$ cat config.mk
export PLATFORM = sky130hd
export DESIGN_NAME = nibble_prefetch
export DESIGN_NICKNAME = d
export VERILOG_FILES = /design/src/rtl/nibpf_pkg.sv /design/src/rtl/pf_fetch.sv /design/src/rtl/pf_bytebuf.sv /design/src/rtl/pf_split.sv /design/src/rtl/pf_iqueue.sv /design/src/rtl/nibble_prefetch.sv
export SDC_FILE = /design/constraint.sdc
export NUM_CORES = 1
export LEC_CHECK = 0
export ABC_CLOCK_PERIOD_IN_PS = 3200
export BUFFER_PORTS_ARGS = -buffer_cell sky130_fd_sc_hd__buf_2
export CAP_MARGIN = 20
export CORE_AREA = 2 2 142 144
export CTS_CLUSTER_DIAMETER = 40
export DETAILED_ROUTE_END_ITERATION = 10
export DIE_AREA = 0 0 144 146
export PLACE_DENSITY = 0.69
export RECOVER_POWER = 50
export SETUP_SLACK_MARGIN = 0.2
export SLEW_MARGIN = 10
export SYNTH_ARGS = -nofsm -noshare
export SYNTH_HDL_FRONTEND = slang
export SYNTH_HIERARCHICAL = 1
export SYNTH_SLANG_ARGS = --single-unit
$ cat constraint.sdc
create_clock -name clk -period 3.2 [get_ports clk]
set_input_delay 0 -clock clk [delete_from_list [all_inputs] [get_ports clk]]
set_output_delay 0 -clock clk [all_outputs]
set_load 0.02 [all_outputs]
$ cat src/rtl/nibpf_pkg.sv
// Shared definitions for the nibble-packed prefetch unpacker.
// Assumes a 12-bit byte address space for instruction memory.
package nibpf_pkg;

    localparam int unsigned PF_AW = 12;

    // Size class of an issued entry.
    typedef enum logic [1:0] {
        KIND_NIB  = 2'd0,
        KIND_BYTE = 2'd1,
        KIND_OPND = 2'd2,
        KIND_RSVD = 2'd3
    } kind_e;

    // One unpacked instruction as held in the issue queue.
    typedef struct packed {
        logic [PF_AW-1:0] addr;
        logic             nib;
        kind_e            kind;
        logic [3:0]       op;
        logic [3:0]       ext;
        logic [7:0]       opnd;
    } insn_t;

endpackage

$ cat src/rtl/pf_fetch.sv
// Fetch address generator. It issues byte reads while the byte buffer,
// counting the one read that may still be in flight, has room.
// Assumes read data returns exactly one cycle after the grant.
// A flush drops the read accepted in the flush cycle.
module pf_fetch
    import nibpf_pkg::*;
#(
    parameter  int BQ_DEPTH = 4,
    localparam int CW       = $clog2(BQ_DEPTH + 1)
) (
    input  logic             clk,
    input  logic             rst_n,
    input  logic             flush,
    input  logic [PF_AW-1:0] flush_addr,
    input  logic [CW-1:0]    bq_cnt,
    input  logic             gnt,
    input  logic             rvalid,
    output logic             req,
    output logic [PF_AW-1:0] addr,
    output logic             wr
);

    logic [PF_AW-1:0] fa_q;
    logic             pend_q;

    // Request only while the buffer can take the byte plus any in flight.
    always_comb req = (int'(bq_cnt) + int'(pend_q)) < BQ_DEPTH;

    // A returning byte is kept only if its read was not flushed.
    always_comb wr = rvalid && pend_q && !flush;

    assign addr = fa_q;

    // Address counter and in-flight flag.
    always_ff @(posedge clk) begin
        if (!rst_n) begin
            fa_q   <= '0;
            pend_q <= 1'b0;
        end else if (flush) begin
            fa_q   <= flush_addr;
            pend_q <= 1'b0;
        end else begin
            pend_q <= req && gnt;
            if (req && gnt) fa_q <= fa_q + 1'b1;
        end
    end


    addr_hold_chk: assert property (@(posedge clk) disable iff (!rst_n)
        (req && !gnt && !flush) |=> (addr == $past(addr)));


    addr_step_chk: assert property (@(posedge clk) disable iff (!rst_n)
        (req && gnt && !flush) |=> (addr == $past(addr) + 1'b1));


    redirect_chk: assert property (@(posedge clk) disable iff (!rst_n)
        flush |=> (addr == $past(flush_addr) && !wr));

endmodule

$ cat src/rtl/pf_bytebuf.sv
// Byte buffer between fetch and the unpacker. It accepts one byte per
// cycle, exposes the two oldest bytes, and retires zero, one or two per
// cycle. Assumes the writer never exceeds the free space.
module pf_bytebuf #(
    parameter  int DEPTH = 4,
    localparam int PW    = (DEPTH > 1) ? $clog2(DEPTH) : 1,
    localparam int CW    = $clog2(DEPTH + 1)
) (
    input  logic          clk,
    input  logic          rst_n,
    input  logic          flush,
    input  logic          wr,
    input  logic [7:0]    wdata,
    input  logic [1:0]    pop_n,
    output logic [7:0]    b0,
    output logic [7:0]    b1,
    output logic [CW-1:0] cnt
);

    logic [7:0]    data_q [DEPTH];
    logic [PW-1:0] rp_q, wp_q;
    logic [CW-1:0] cnt_q;

    function automatic logic [PW-1:0] nxt(input logic [PW-1:0] p);
        return (p == PW'(DEPTH - 1)) ? '0 : p + 1'b1;
    endfunction

    assign b0  = data_q[rp_q];
    assign b1  = data_q[nxt(rp_q)];
    assign cnt = cnt_q;

    // Storage write.
    always_ff @(posedge clk) begin
        if (wr) data_q[wp_q] <= wdata;
    end

    // Pointers and occupancy.
    always_ff @(posedge clk) begin
        if (!rst_n || flush) begin
            rp_q  <= '0;
            wp_q  <= '0;
            cnt_q <= '0;
        end else begin
            if (wr) wp_q <= nxt(wp_q);
            case (pop_n)
                2'd1:    rp_q <= nxt(rp_q);
                2'd2:    rp_q <= nxt(nxt(rp_q));
                default: rp_q <= rp_q;
            endcase
            cnt_q <= cnt_q + CW'(wr) - CW'(pop_n);
        end
    end


    no_overflow_chk: assert property (@(posedge clk) disable iff (!rst_n)
        wr |-> (int'(cnt_q) < DEPTH || pop_n != 2'd0));


    no_underflow_chk: assert property (@(posedge clk) disable iff (!rst_n)
        int'(pop_n) <= int'(cnt_q));

endmodule

$ cat src/rtl/pf_split.sv
// Unpacker. It tracks the byte address and nibble slot at the head of the
// byte buffer and cuts one instruction per cycle from it. Assumes the
// buffer head byte always sits at the tracked address.
module pf_split
    import nibpf_pkg::*;
#(
    parameter  int BQ_DEPTH = 4,
    localparam int CW       = $clog2(BQ_DEPTH + 1)
) (
    input  logic             clk,
    input  logic             rst_n,
    input  logic             flush,
    input  logic [PF_AW-1:0] flush_addr,
    input  logic [7:0]       b0,
    input  logic [7:0]       b1,
    input  logic [CW-1:0]    bcnt,
    input  logic             iq_full,
    output logic [1:0]       pop_n,
    output logic             push,
    output insn_t            insn
);

    logic [PF_AW-1:0] addr_q;
    logic             nib_q;
    logic [3:0]       slot_op;
    kind_e            kind;
    logic             is_rsvd;

    // Classify the opcode in the current slot.
    always_comb begin
        slot_op = nib_q ? b0[3:0] : b0[7:4];
        is_rsvd = !nib_q && (b0 == 8'hFF);
        if (is_rsvd)             kind = KIND_RSVD;
        else if (!slot_op[3])    kind = KIND_NIB;
        else if (slot_op < 4'hE) kind = KIND_BYTE;
        else                     kind = KIND_OPND;
    end

    // Issue when enough bytes are buffered and the queue has room.
    always_comb begin
        push = (bcnt != '0) && !iq_full && !flush &&
               (kind != KIND_OPND || int'(bcnt) >= 2);
        pop_n = 2'd0;
        if (push) begin
            case (kind)
                KIND_NIB:  pop_n = nib_q ? 2'd1 : 2'd0;
                KIND_OPND: pop_n = 2'd2;
                default:   pop_n = 2'd1;
            endcase
        end
    end

    // Assemble the queue entry.
    always_comb begin
        insn.addr = addr_q;
        insn.nib  = nib_q;
        insn.kind = kind;
        insn.op   = slot_op;
        if (is_rsvd)                        insn.ext = 4'hF;
        else if (nib_q || kind == KIND_NIB) insn.ext = 4'h0;
        else                                insn.ext = b0[3:0];
        insn.opnd = (kind == KIND_OPND) ? b1 : 8'h00;
    end

    // Head position: byte address and slot.
    always_ff @(posedge clk) begin
        if (!rst_n) begin
            addr_q <= '0;
            nib_q  <= 1'b0;
        end else if (flush) begin
            addr_q <= flush_addr;
            nib_q  <= 1'b0;
        end else if (push) begin
            nib_q  <= (kind == KIND_NIB) && !nib_q;
            addr_q <= addr_q + {{(PF_AW-2){1'b0}}, pop_n};
        end
    end


    hi_then_lo_chk: assert property (@(posedge clk) disable iff (!rst_n)
        (push && insn.kind == KIND_NIB && !insn.nib) |=>
        (insn.nib && insn.addr == $past(insn.addr)));

endmodule

$ cat src/rtl/pf_iqueue.sv
// Issue queue of unpacked instructions toward the decoder, with a
// valid/ready head. Assumes the writer pushes only when not full.
module pf_iqueue
    import nibpf_pkg::*;
#(
    parameter  int DEPTH = 4,
    localparam int PW    = (DEPTH > 1) ? $clog2(DEPTH) : 1,
    localparam int CW    = $clog2(DEPTH + 1)
) (
    input  logic  clk,
    input  logic  rst_n,
    input  logic  flush,
    input  logic  push,
    input  insn_t din,
    input  logic  ready,
    output logic  valid,
    output logic  full,
    output insn_t head
);

    logic [PW-1:0] rp_q, wp_q;
    logic [CW-1:0] cnt_q;
    logic          pop;
    insn_t         slots [DEPTH];

    function automatic logic [PW-1:0] nxt(input logic [PW-1:0] p);
        return (p == PW'(DEPTH - 1)) ? '0 : p + 1'b1;
    endfunction

    assign valid = (cnt_q != '0);
    assign full  = (int'(cnt_q) == DEPTH);
    assign pop   = valid && ready && !flush;
    assign head  = slots[rp_q];

    // One storage slot per queue entry.
    for (genvar gi = 0; gi < DEPTH; gi++) begin : g_slot
        insn_t slot_q;
        always_ff @(posedge clk) begin
            if (push && wp_q == PW'(gi)) slot_q <= din;
        end
        assign slots[gi] = slot_q;
    end

    // Pointers and occupancy.
    always_ff @(posedge clk) begin
        if (!rst_n || flush) begin
            rp_q  <= '0;
            wp_q  <= '0;
            cnt_q <= '0;
        end else begin
            if (push) wp_q <= nxt(wp_q);
            if (pop)  rp_q <= nxt(rp_q);
            cnt_q <= cnt_q + CW'(push) - CW'(pop);
        end
    end


    head_hold_chk: assert property (@(posedge clk) disable iff (!rst_n)
        (valid && !ready && !flush) |=> (valid && head == $past(head)));


    iq_no_overflow_chk: assert property (@(posedge clk) disable iff (!rst_n)
        push |-> !full);

endmodule

$ cat src/rtl/nibble_prefetch.sv
// Top of the nibble-packed prefetch unpacker: fetch, byte buffer,
// unpacker and issue queue. Assumes one-cycle read latency and
// byte-aligned jump targets.
module nibble_prefetch
    import nibpf_pkg::*;
#(
    parameter int IQ_DEPTH = 4,
    parameter int BQ_DEPTH = 4
) (
    input  logic        clk,
    input  logic        rst_n,
    output logic        mem_req,
    output logic [11:0] mem_addr,
    input  logic        mem_gnt,
    input  logic [7:0]  mem_rdata,
    input  logic        mem_rvalid,
    input  logic        jump_valid,
    input  logic [11:0] jump_addr,
    output logic        out_valid,
    input  logic        out_ready,
    output logic [3:0]  out_op,
    output logic [3:0]  out_ext,
    output logic [7:0]  out_opnd,
    output logic [1:0]  out_kind,
    output logic [11:0] out_addr,
    output logic        out_nib
);

    localparam int BCW = $clog2(BQ_DEPTH + 1);

    logic [BCW-1:0] bq_cnt;
    logic           bq_wr;
    logic [7:0]     bq_b0, bq_b1;
    logic [1:0]     bq_pop;
    logic           iq_push, iq_full;
    insn_t          iq_din, iq_head;

    pf_fetch #(.BQ_DEPTH(BQ_DEPTH)) u_fetch (
        .clk        (clk),
        .rst_n      (rst_n),
        .flush      (jump_valid),
        .flush_addr (jump_addr),
        .bq_cnt     (bq_cnt),
        .gnt        (mem_gnt),
        .rvalid     (mem_rvalid),
        .req        (mem_req),
        .addr       (mem_addr),
        .wr         (bq_wr)
    );

    pf_bytebuf #(.DEPTH(BQ_DEPTH)) u_bytes (
        .clk   (clk),
        .rst_n (rst_n),
        .flush (jump_valid),
        .wr    (bq_wr),
        .wdata (mem_rdata),
        .pop_n (bq_pop),
        .b0    (bq_b0),
        .b1    (bq_b1),
        .cnt   (bq_cnt)
    );

    pf_split #(.BQ_DEPTH(BQ_DEPTH)) u_split (
        .clk        (clk),
        .rst_n      (rst_n),
        .flush      (jump_valid),
        .flush_addr (jump_addr),
        .b0         (bq_b0),
        .b1         (bq_b1),
        .bcnt       (bq_cnt),
        .iq_full    (iq_full),
        .pop_n      (bq_pop),
        .push       (iq_push),
        .insn       (iq_din)
    );

    pf_iqueue #(.DEPTH(IQ_DEPTH)) u_queue (
        .clk   (clk),
        .rst_n (rst_n),
        .flush (jump_valid),
        .push  (iq_push),
        .din   (iq_din),
        .ready (out_ready),
        .valid (out_valid),
        .full  (iq_full),
        .head  (iq_head)
    );

    assign out_op   = iq_head.op;
    assign out_ext  = iq_head.ext;
    assign out_opnd = iq_head.opnd;
    assign out_kind = iq_head.kind;
    assign out_addr = iq_head.addr;
    assign out_nib  = iq_head.nib;


    flush_empty_chk: assert property (@(posedge clk) disable iff (!rst_n)
        jump_valid |=> !out_valid);


    rsvd_hi_slot_chk: assert property (@(posedge clk) disable iff (!rst_n)
        (out_valid && out_kind == KIND_RSVD) |-> (!out_nib && out_opnd == 8'h00));


    lo_slot_ext_chk: assert property (@(posedge clk) disable iff (!rst_n)
        (out_valid && out_nib && out_kind != KIND_NIB) |-> (out_ext == 4'h0));

endmodule

==> results of run 1 <==
[registers in the layout, summed over array words and instances (netlist names), named ones only]
name                   count
u_split/nib_q              1
u_queue/g_slot.slot_q    124
u_split/addr_q            12
u_fetch/pend_q             1
u_bytes/data_q            32
u_bytes/wp_q               2
u_bytes/rp_q               2
u_queue/rp_q               2
u_queue/wp_q               2
u_fetch/addr              12
u_queue/cnt_q              3
u_bytes/cnt                3
[through the flow]
stage	hold slack, ns	power (mW)	setup TNS (ns)	area (sq um)
6_report	0.0798	5.01	0	10300
5_1_grt	0.0906	5.18	-0.190	10300
4_1_cts	0.0554	5.07	0	10300
3_5_place_dp	0.221	3.03	-0.282	9410
3_3_place_gp	0.212	3.02	-0.0137	9410
2_1_floorplan	0.0758	2.95	0	8660
[layout make-up]
cell class	count	area, sq um	share of cell area (%)
sequential	198	5530	53.8
multi-input combinational	294	2910	28.4
timing repair buffer	129	842	8.19
clock buffer	18	429	4.18
tap	265	332	3.23
clock inverter	14	141	1.38
inverter	23	91.3	0.889
[power by group through the flow]
stage | clock network (mW) | registers, mW | logic, mW
floorplan | 0 | 2.88 | 0.0759
detailed placement | 0 | 2.87 | 0.153
global route | 2.17 | 2.82 | 0.191
global placement | 0 | 2.87 | 0.148
CTS | 2.07 | 2.82 | 0.177
finish | 2.02 | 2.82 | 0.175
[kinds of logic (layout without fill, tap and decap cells)]
group / count (synthesis) / in the layout / share of synthesized area, %
XOR/XNOR: 14 / 14 / 1.42
multiplexers: 56 / 56 / 13.5
flip-flops: 198 / 198 / 63.9
AO/OA/AOI/OAI: 64 / 64 / 4.86
adder cells (fa/ha/maj): 22 / 22 / 3.45
buffers and inverters: 44 / 184 / 3.19
AND/OR/NAND/NOR: 138 / 138 / 9.69
[routing by layer]
layer  wire, microns  global-route usage [%]  up-vias
met5               0                       0        -
met4             437                    7.40        0
met3             717                    3.62       32
met2            8670                    27.7      144
met1            7550                    22.1     2616
li1                -                       -     2361
[worst max-delay path, delay by kind of cell (launching register included)]
family          cells  cell delay, ns
buf+inv             1            0.13
fa+ha+maj           1            0.39
simple gates        6            1.22
mux                 1            0.53
compound gates      3            0.47
flops               1            0.34
[final timing paths]
path	start	end	slack, ns
setup / recovery	register	u_split/addr_q[10]$_SDFFE_PN0P_	0.04
hold / removal	jump_valid	u_fetch/pend_q$_SDFF_PP0_	0.08
setup reg to reg	register	u_split/addr_q[10]$_SDFFE_PN0P_	0.04
hold reg to reg	u_fetch/addr[10]$_SDFFE_PN0P_	u_fetch/addr[10]$_SDFFE_PN0P_	0.55
[cells in the final DEF (no fill, tap or decap), drive strengths merged, types with 2 or more instances in the layout]
cell,netlist,final
or2,2,2
nand4,10,10
nand3b,2,2
a22oi,2,2
o211ai,6,6
xor2,6,6
and4b,3,3
and3,7,7
fa,3,3
edfxtp,156,156
nor2b,13,13
xnor2,8,8
inv,23,29
mux2,3,3
nand2b,5,5
clkinvlp,0,2
mux2i,6,6
nor3b,3,3
nand4b,2,2
ha,19,19
nor3,6,6
dfxtp,42,42
nand2,18,18
or3,5,5
and3b,2,2
buf,15,71
clkinv,0,6
nand3,19,19
clkbuf,5,53
and2,19,19
o21ai,20,20
a31oi,6,6
mux4,47,47
dlygate4sd3,0,23
a21oi,16,16
o211a,2,2
and4,2,2
nor2,15,15
[what timing repair did]
item,in CTS,in global routing
endpoints found under the hold margin,58,0
setup buffers,2,5
gates cloned,0,0
hold buffers,23,0
setup endpoints to repair,11,10
gates resized for setup,13,14
pin swaps,9,16
==> metrics.md, run 1 <==
| Metric | Value |
|---|---|
| RSZ-0062 raised after global routing | `true` |
| H-Tree Depth | `4` |
| Num ports | `71` |
| PortBufs | `70` |
| Syn_area_per_cell | `between 15 and 20 sq um` |
| Clock share of power | `about 40%` |
| Final setup violating endpoints | `0` |
| Share of layout cells above drive strength 1 | `between 20% and 30%` |
| Initial antenna violation count | `0` |
| Async SR Flop Fraction | `0%` |
| Clock transition at the registers of the reported paths | `approximately 0.070 ns` |
| Warnings, synthesis | `6` |
| Synth cell count leaders | `edfxtp_1 (156), mux4_2 (44), dfxtp_1 (42), inv_1 (23)` |
| CTS Buf Count | `17` |
| Fin nets | `slightly above 700` |
| Final core utilization | `between 50% and 60%` |
| Post-Place Setup Slack | `-0.0796 ns` |
| Worst-Margin Slew | `between 1.5 and 2 ns` |
| Setup crit end kind | `register` |
| Final Hold Fails | `0` |
| Leak pwr | `3.48 nW` |
| Failing checks | `max-capacitance violations, max-slew violations` |
| CTS tree | `done` |
| DRT Wirelength | `around 17 mm` |
| PwrDens | `488 nW/um^2` |
| Register share of total power | `a little under three fifths` |
| Post-route clock period utilization | `between 90 and 100%` |
| # clock sinks | `between 150 and 200` |
| Die area | `21000 sq um` |
| Clock latency on the worst-skew pair | `about 0.43 ns` |
| Row count | `51` |
| Ys flop type | `edfxtp_1` |
| DR vias/cell | `between 5 and 6` |
| Max Clock Freq | `approximately 0.32 GHz` |
| CP cell instances | `buf_12, mux4_2, and4_4, a21oi_4, nor2b_2, or2_4, fa_2, and3b_2, nand4_1, nor3_2, a22oi_1, o221ai_1` |
| Synth Instances | `between 500 and 600` |
| GP Congestion | `~0.82` |
| Drc violations | `0` |
| PnR worst setup slack | `~0.036 ns` |
| Relative slew margins | `-27.6%` |
| DRT Pass-1 Iters | `5` |
| Period minus WS final | `~3.2 ns` |
| Hold Path Class | `input pin to register` |
| Sw frac | `approximately 22%` |
| Synth top area share | `approximately 54%` |
| Biggest area consumer among synthesized cells | `edfxtp_1` |
| Post-synth EDFFs | `156` |
| Final Skew | `0.00868 ns` |
| VDD IR max | `roughly 0.38 mV` |
| Number of global-route vias before repair | `5190` |
| Worst-path fanout max | `8` |
| Clk root buf | `clkbuf_16` |
| Outcome | `finished with violations` |
| Number of synthesized register bits | `between 150 and 200` |
| Fin cells | `between 900 and 1000` |
| Sw power | `1.13 mW` |
| GR Util All Layers | `17.0%` |
| Hold Path Cell Cnt | `3` |
| P&R area growth vs syn | `18.9%` |
| Fillers | `1521` |
| CTS Buffer Depth | `2` |
| Crit path launch type | `register` |
| Synth unique cells | `68` |
| Die width | `around 140 microns` |
| Core ar. | `around 19000 sq um` |
| Max Cap Violations | `1` |
| Initial Utilization | `44.7%` |
| Internal Power | `about 4 mW` |
| Kind of critical path | `register to register` |
| ANT cells | `0` |
| Gr ovfl total | `0` |
| Worst path required time | `around 3.6 ns` |
| Wire length per cell | `roughly 18 microns` |
| Vias post-DR | `about 5000` |
| Most numerous cell in the Yosys netlist | `edfxtp_1` |
| Slew Limit Fails | `34` |
| Max incr delay on CP | `approximately 0.53 ns` |
| Post-route ant nets | `0` |
| Die height | `roughly 150 microns` |
| Final HPWL DP | `~12 mm` |
| DP Cell Count | `between 800 and 900` |
| Mapped Nets | `584` |
| Reg2reg path depth | `12` |
| First-pass GRT wire length | `around 27 mm` |
| Comb power frac | `approximately 3.5%` |
| Slowest stage cell, crit path | `mux4_2` |
| Largest net degree at the start of global routing | `36` |
| Worst Path Arrival | `3.52 ns` |
| Sequential cell area fraction in the yosys report | `a little under two thirds` |
| Synthesized area | `8640 sq um` |
| Ranking of synthesized cells by area | `edfxtp_1 (54%), mux4_2 (11%), dfxtp_1 (9.7%)` |
| DR iter-0 viols | `418` |
Power figures use the tool's default switching activity.
==> inputs of run 2 (changes only) <==
--- a/config.mk
+++ b/config.mk
@@ -8,15 +8,14 @@
 export ABC_CLOCK_PERIOD_IN_PS = 3200
 export BUFFER_PORTS_ARGS = -buffer_cell sky130_fd_sc_hd__buf_2
 export CAP_MARGIN = 20
-export CORE_AREA = 2 2 142 144
+export CORE_AREA = 2 2 139 141
 export CTS_CLUSTER_DIAMETER = 40
 export DETAILED_ROUTE_END_ITERATION = 10
-export DIE_AREA = 0 0 144 146
+export DIE_AREA = 0 0 141 143
 export PLACE_DENSITY = 0.69
 export RECOVER_POWER = 50
 export SETUP_SLACK_MARGIN = 0.2
 export SLEW_MARGIN = 10
 export SYNTH_ARGS = -nofsm -noshare
 export SYNTH_HDL_FRONTEND = slang
-export SYNTH_HIERARCHICAL = 1
 export SYNTH_SLANG_ARGS = --single-unit
==> metrics.md, run 2 <==
| Metric | Value |
|---|---|
| Outcome | `complete, no violations` |
| Vias post-DR | `a little under 5000` |
| Max Clock Freq | `0.317 GHz` |
| DRT Wirelength | `approximately 17 mm` |
| Reg with most FFs | `u_queue.g_slot.slot_q` |
| Die width | `roughly 140 microns` |
| CTS Buf Count | `17` |
| Clock latency on the worst-skew pair | `approximately 0.44 ns` |
| Final core utilization | `a little over half` |
| Warnings, synthesis | `0` |
| Compound-gate portion of the synthesized area | `roughly 4.9%` |
| Slowest stage cell, crit path | `or3_4` |
| Area of the multi-input gates | `2790 sq um` |
| P&R area growth vs syn | `21.9%` |
| Clk root buf | `clkbuf_16` |
| Most common cell after layout, fill and taps aside | `edfxtp_1` |
| Worst path most repeated cell | `nand4_1` |
| Fillers | `roughly 1400` |
| Clock transition at the registers of the reported paths | `0.08 ns` |
| Kind of critical path | `register to register` |
| Number of global-route vias before repair | `between 5000 and 6000` |
| Number of synthesized register bits | `198` |
| First-pass GRT wire length | `around 26 mm` |
| Fin cells | `approximately 880` |
| Relative slew margins | `between 40 and 50%` |
| Post-route ant nets | `0` |
| Largest net degree at the start of global routing | `32` |
| PwrDens | `507 nW/um^2` |
| Final HPWL DP | `about 11 mm` |
| Post-route clock period utilization | `roughly 100%` |
| Initial Utilization | `44.7%` |
| Design area | `10100 sq um` |
| Drc violations | `0` |
| Worst path required time | `between 3 and 4 ns` |
| DR vias/cell | `~5.6` |
| Max Cap Violations | `0` |
| Biggest area consumer among synthesized cells | `edfxtp_1` |
| Row count | `50` |
| Final Skew | `approximately 0.014 ns` |
| Number of flip-flops under the largest register name | `roughly 120` |
| Synthesized area | `between 8000 and 9000 sq um` |
| Most frequent cells in the layout | `edfxtp_1 (156), buf_2 (48), mux4_2 (47)` |
| Mux cell area share after synthesis | `a little over an eighth` |
| Num ports | `between 70 and 80` |
| Hold Path Cell Cnt | `3` |
| Worst Path Arrival | `~3.5 ns` |
| DRT Pass-1 Iters | `4` |
| VDD IR max | `between 0.3 and 0.4 mV` |
| DP Cell Count | `between 800 and 900` |
| Fin nets | `683` |
| Gr ovfl total | `0` |
| # clock sinks | `198` |
| Syn_area_per_cell | `about 16 sq um` |
| Largest family of logic cells by synthesized area | `multiplexers` |
| DR iter-0 viols | `around 470` |
| Synth Instances | `around 520` |
| Slew Limit Fails | `0` |
| Setup crit end kind | `register` |
| PortBufs | `70` |
| Die height | `about 140 microns` |
| Ranking of synthesized cells by area | `edfxtp_1 (56%), mux4_2 (13%), dfxtp_1 (10%)` |
| Top flop regs | `u_queue.g_slot.slot_q: 124 flops, u_bytes.data_q: 32 flops` |
| Post-synth EDFFs | `156` |
| Final setup violating endpoints | `0` |
| Ys flop type | `edfxtp_1` |
| CP cell instances | `buf_12, mux4_2, nand4_1, or3_4, nand4_1, inv_2, ha_4, a21oi_2, nor2b_2, and3_1, a21bo_2, o2111a_1, o31a_1` |
| Sequential cell area fraction in the yosys report | `approximately 67%` |
| Mapped Nets | `around 560` |
| CTS Buffer Depth | `2` |
| Die area | `~20000 sq um` |
| Leak pwr | `approximately 3.5 nW` |
| Max incr delay on CP | `0.40 ns` |
| Synth unique cells | `45` |
| Crit path buffers/inverters | `2` |
| Post-synthesis simple-gate area fraction | `approximately 8%` |
| CTS tree | `done` |
| Wire length per cell | `roughly 19 microns` |
| Hold Path Class | `input pin to register` |
| Placed Area | `roughly 9000 sq um` |
| Period minus WS final | `between 3 and 4 ns` |
| RSZ-0062 raised after global routing | `true` |
| Reg2reg path depth | `13` |
| Core ar. | `18600 sq um` |
| Dominant delay contributor by cell family on the critical path | `simple AND/OR/NAND/NOR gates` |
| Initial antenna violation count | `0` |
| Xor/xnor share of the synthesized area | `~1.7%` |
| Total power | `5.13 mW` |
| Share of layout cells above drive strength 1 | `31.5%` |
| Synth cell count leaders | `edfxtp_1 (156), mux4_2 (47), dfxtp_1 (42), nand2_1 (24), nor2_1 (23)` |
| GP Congestion | `between 0.8 and 0.9` |
| Crit path launch type | `register` |
| Final Hold Fails | `0` |
| Synth top area share | `56.4%` |
| Cell depth of the worst setup path | `13` |
| Register area | `~5500 sq um` |
| Worst-path fanout max | `8` |
| GR Util All Layers | `around 17%` |
| H-Tree Depth | `4` |
| Most numerous cell in the Yosys netlist | `edfxtp_1` |
| ANT cells | `0` |
| Worst-Margin Slew | `between 0.7 and 0.8 ns` |
| Async SR Flop Fraction | `0%` |
| Adder-cell area share of the yosys netlist | `around 3.6%` |
run 2: worst paths after layout:
check	startpoint	slack (ns)	to
setup reg to reg	register	0.04	u_split.addr_q[11]$_SDFFE_PN0P_
hold reg to reg	u_queue.rp_q[1]$_SDFFE_PP0P_	0.49	u_queue.rp_q[1]$_SDFFE_PP0P_
setup / recovery	register	0.04	u_split.addr_q[11]$_SDFFE_PN0P_
hold / removal	jump_valid	0.11	u_split.addr_q[1]$_SDFFE_PN0P_
run 2: logic make-up after synthesis:
kind of cell,count (synthesis)
buf+inv,43
simple gates,123
mux,52
xor+xnor,16
compound gates,62
flops,198
fa+ha+maj,22
run 2: report_power, final:
group	internal [mW]	leakage (nW)	switching, mW	total (mW)
clock network	1.13	0.289	1.03	2.16
logic	0.0698	1.41	0.0879	0.158
registers	2.78	1.77	0.0372	2.81
run 2: repair_timing:
item                                    4_1_cts  5_1_grt
gates resized for setup                      11       28
gates cloned                                  0        0
buffers inserted                              7        6
endpoints found under the setup margin       10       13
hold endpoints to repair                     55        0
hold buffers                                 24        0
pin swaps                                     9       17
run 2: final cells by class:
type / instances / area share, %
Clock inverter: 14 / 1.77
Sequential cell: 198 / 54.6
Timing Repair Buffer: 126 / 8.26
Tap cell: 234 / 2.89
Clock buffer: 18 / 4.24
Inverter: 17 / 0.655
Multi-Input combinational cell: 275 / 27.6
run 2: through the flow:
step                      hold WS, ns  worst slack, ns  setup TNS, ns
after CTS                      0.0709           0.0729              0
after detailed placement        0.218          -0.0335        -0.0428
after floorplan                0.0989            0.120              0
after global routing            0.115          -0.0622         -0.103
after global placement          0.214            0.123              0
final                           0.110           0.0447              0
run 2: tightest hold or removal path: stages:
cell and delay [ns]:
buf_2 0.23, nand2_1 0.16, o22ai_1 0.10
run 2: metal layers:
metal,vias up,part of all wire [%],global-route usage [%]
li1,2260,-,-
met1,2497,43,22.0
met2,131,51,28.7
met3,25,4.6,4.56
met4,0,1.6,5.47
met5,-,0,0
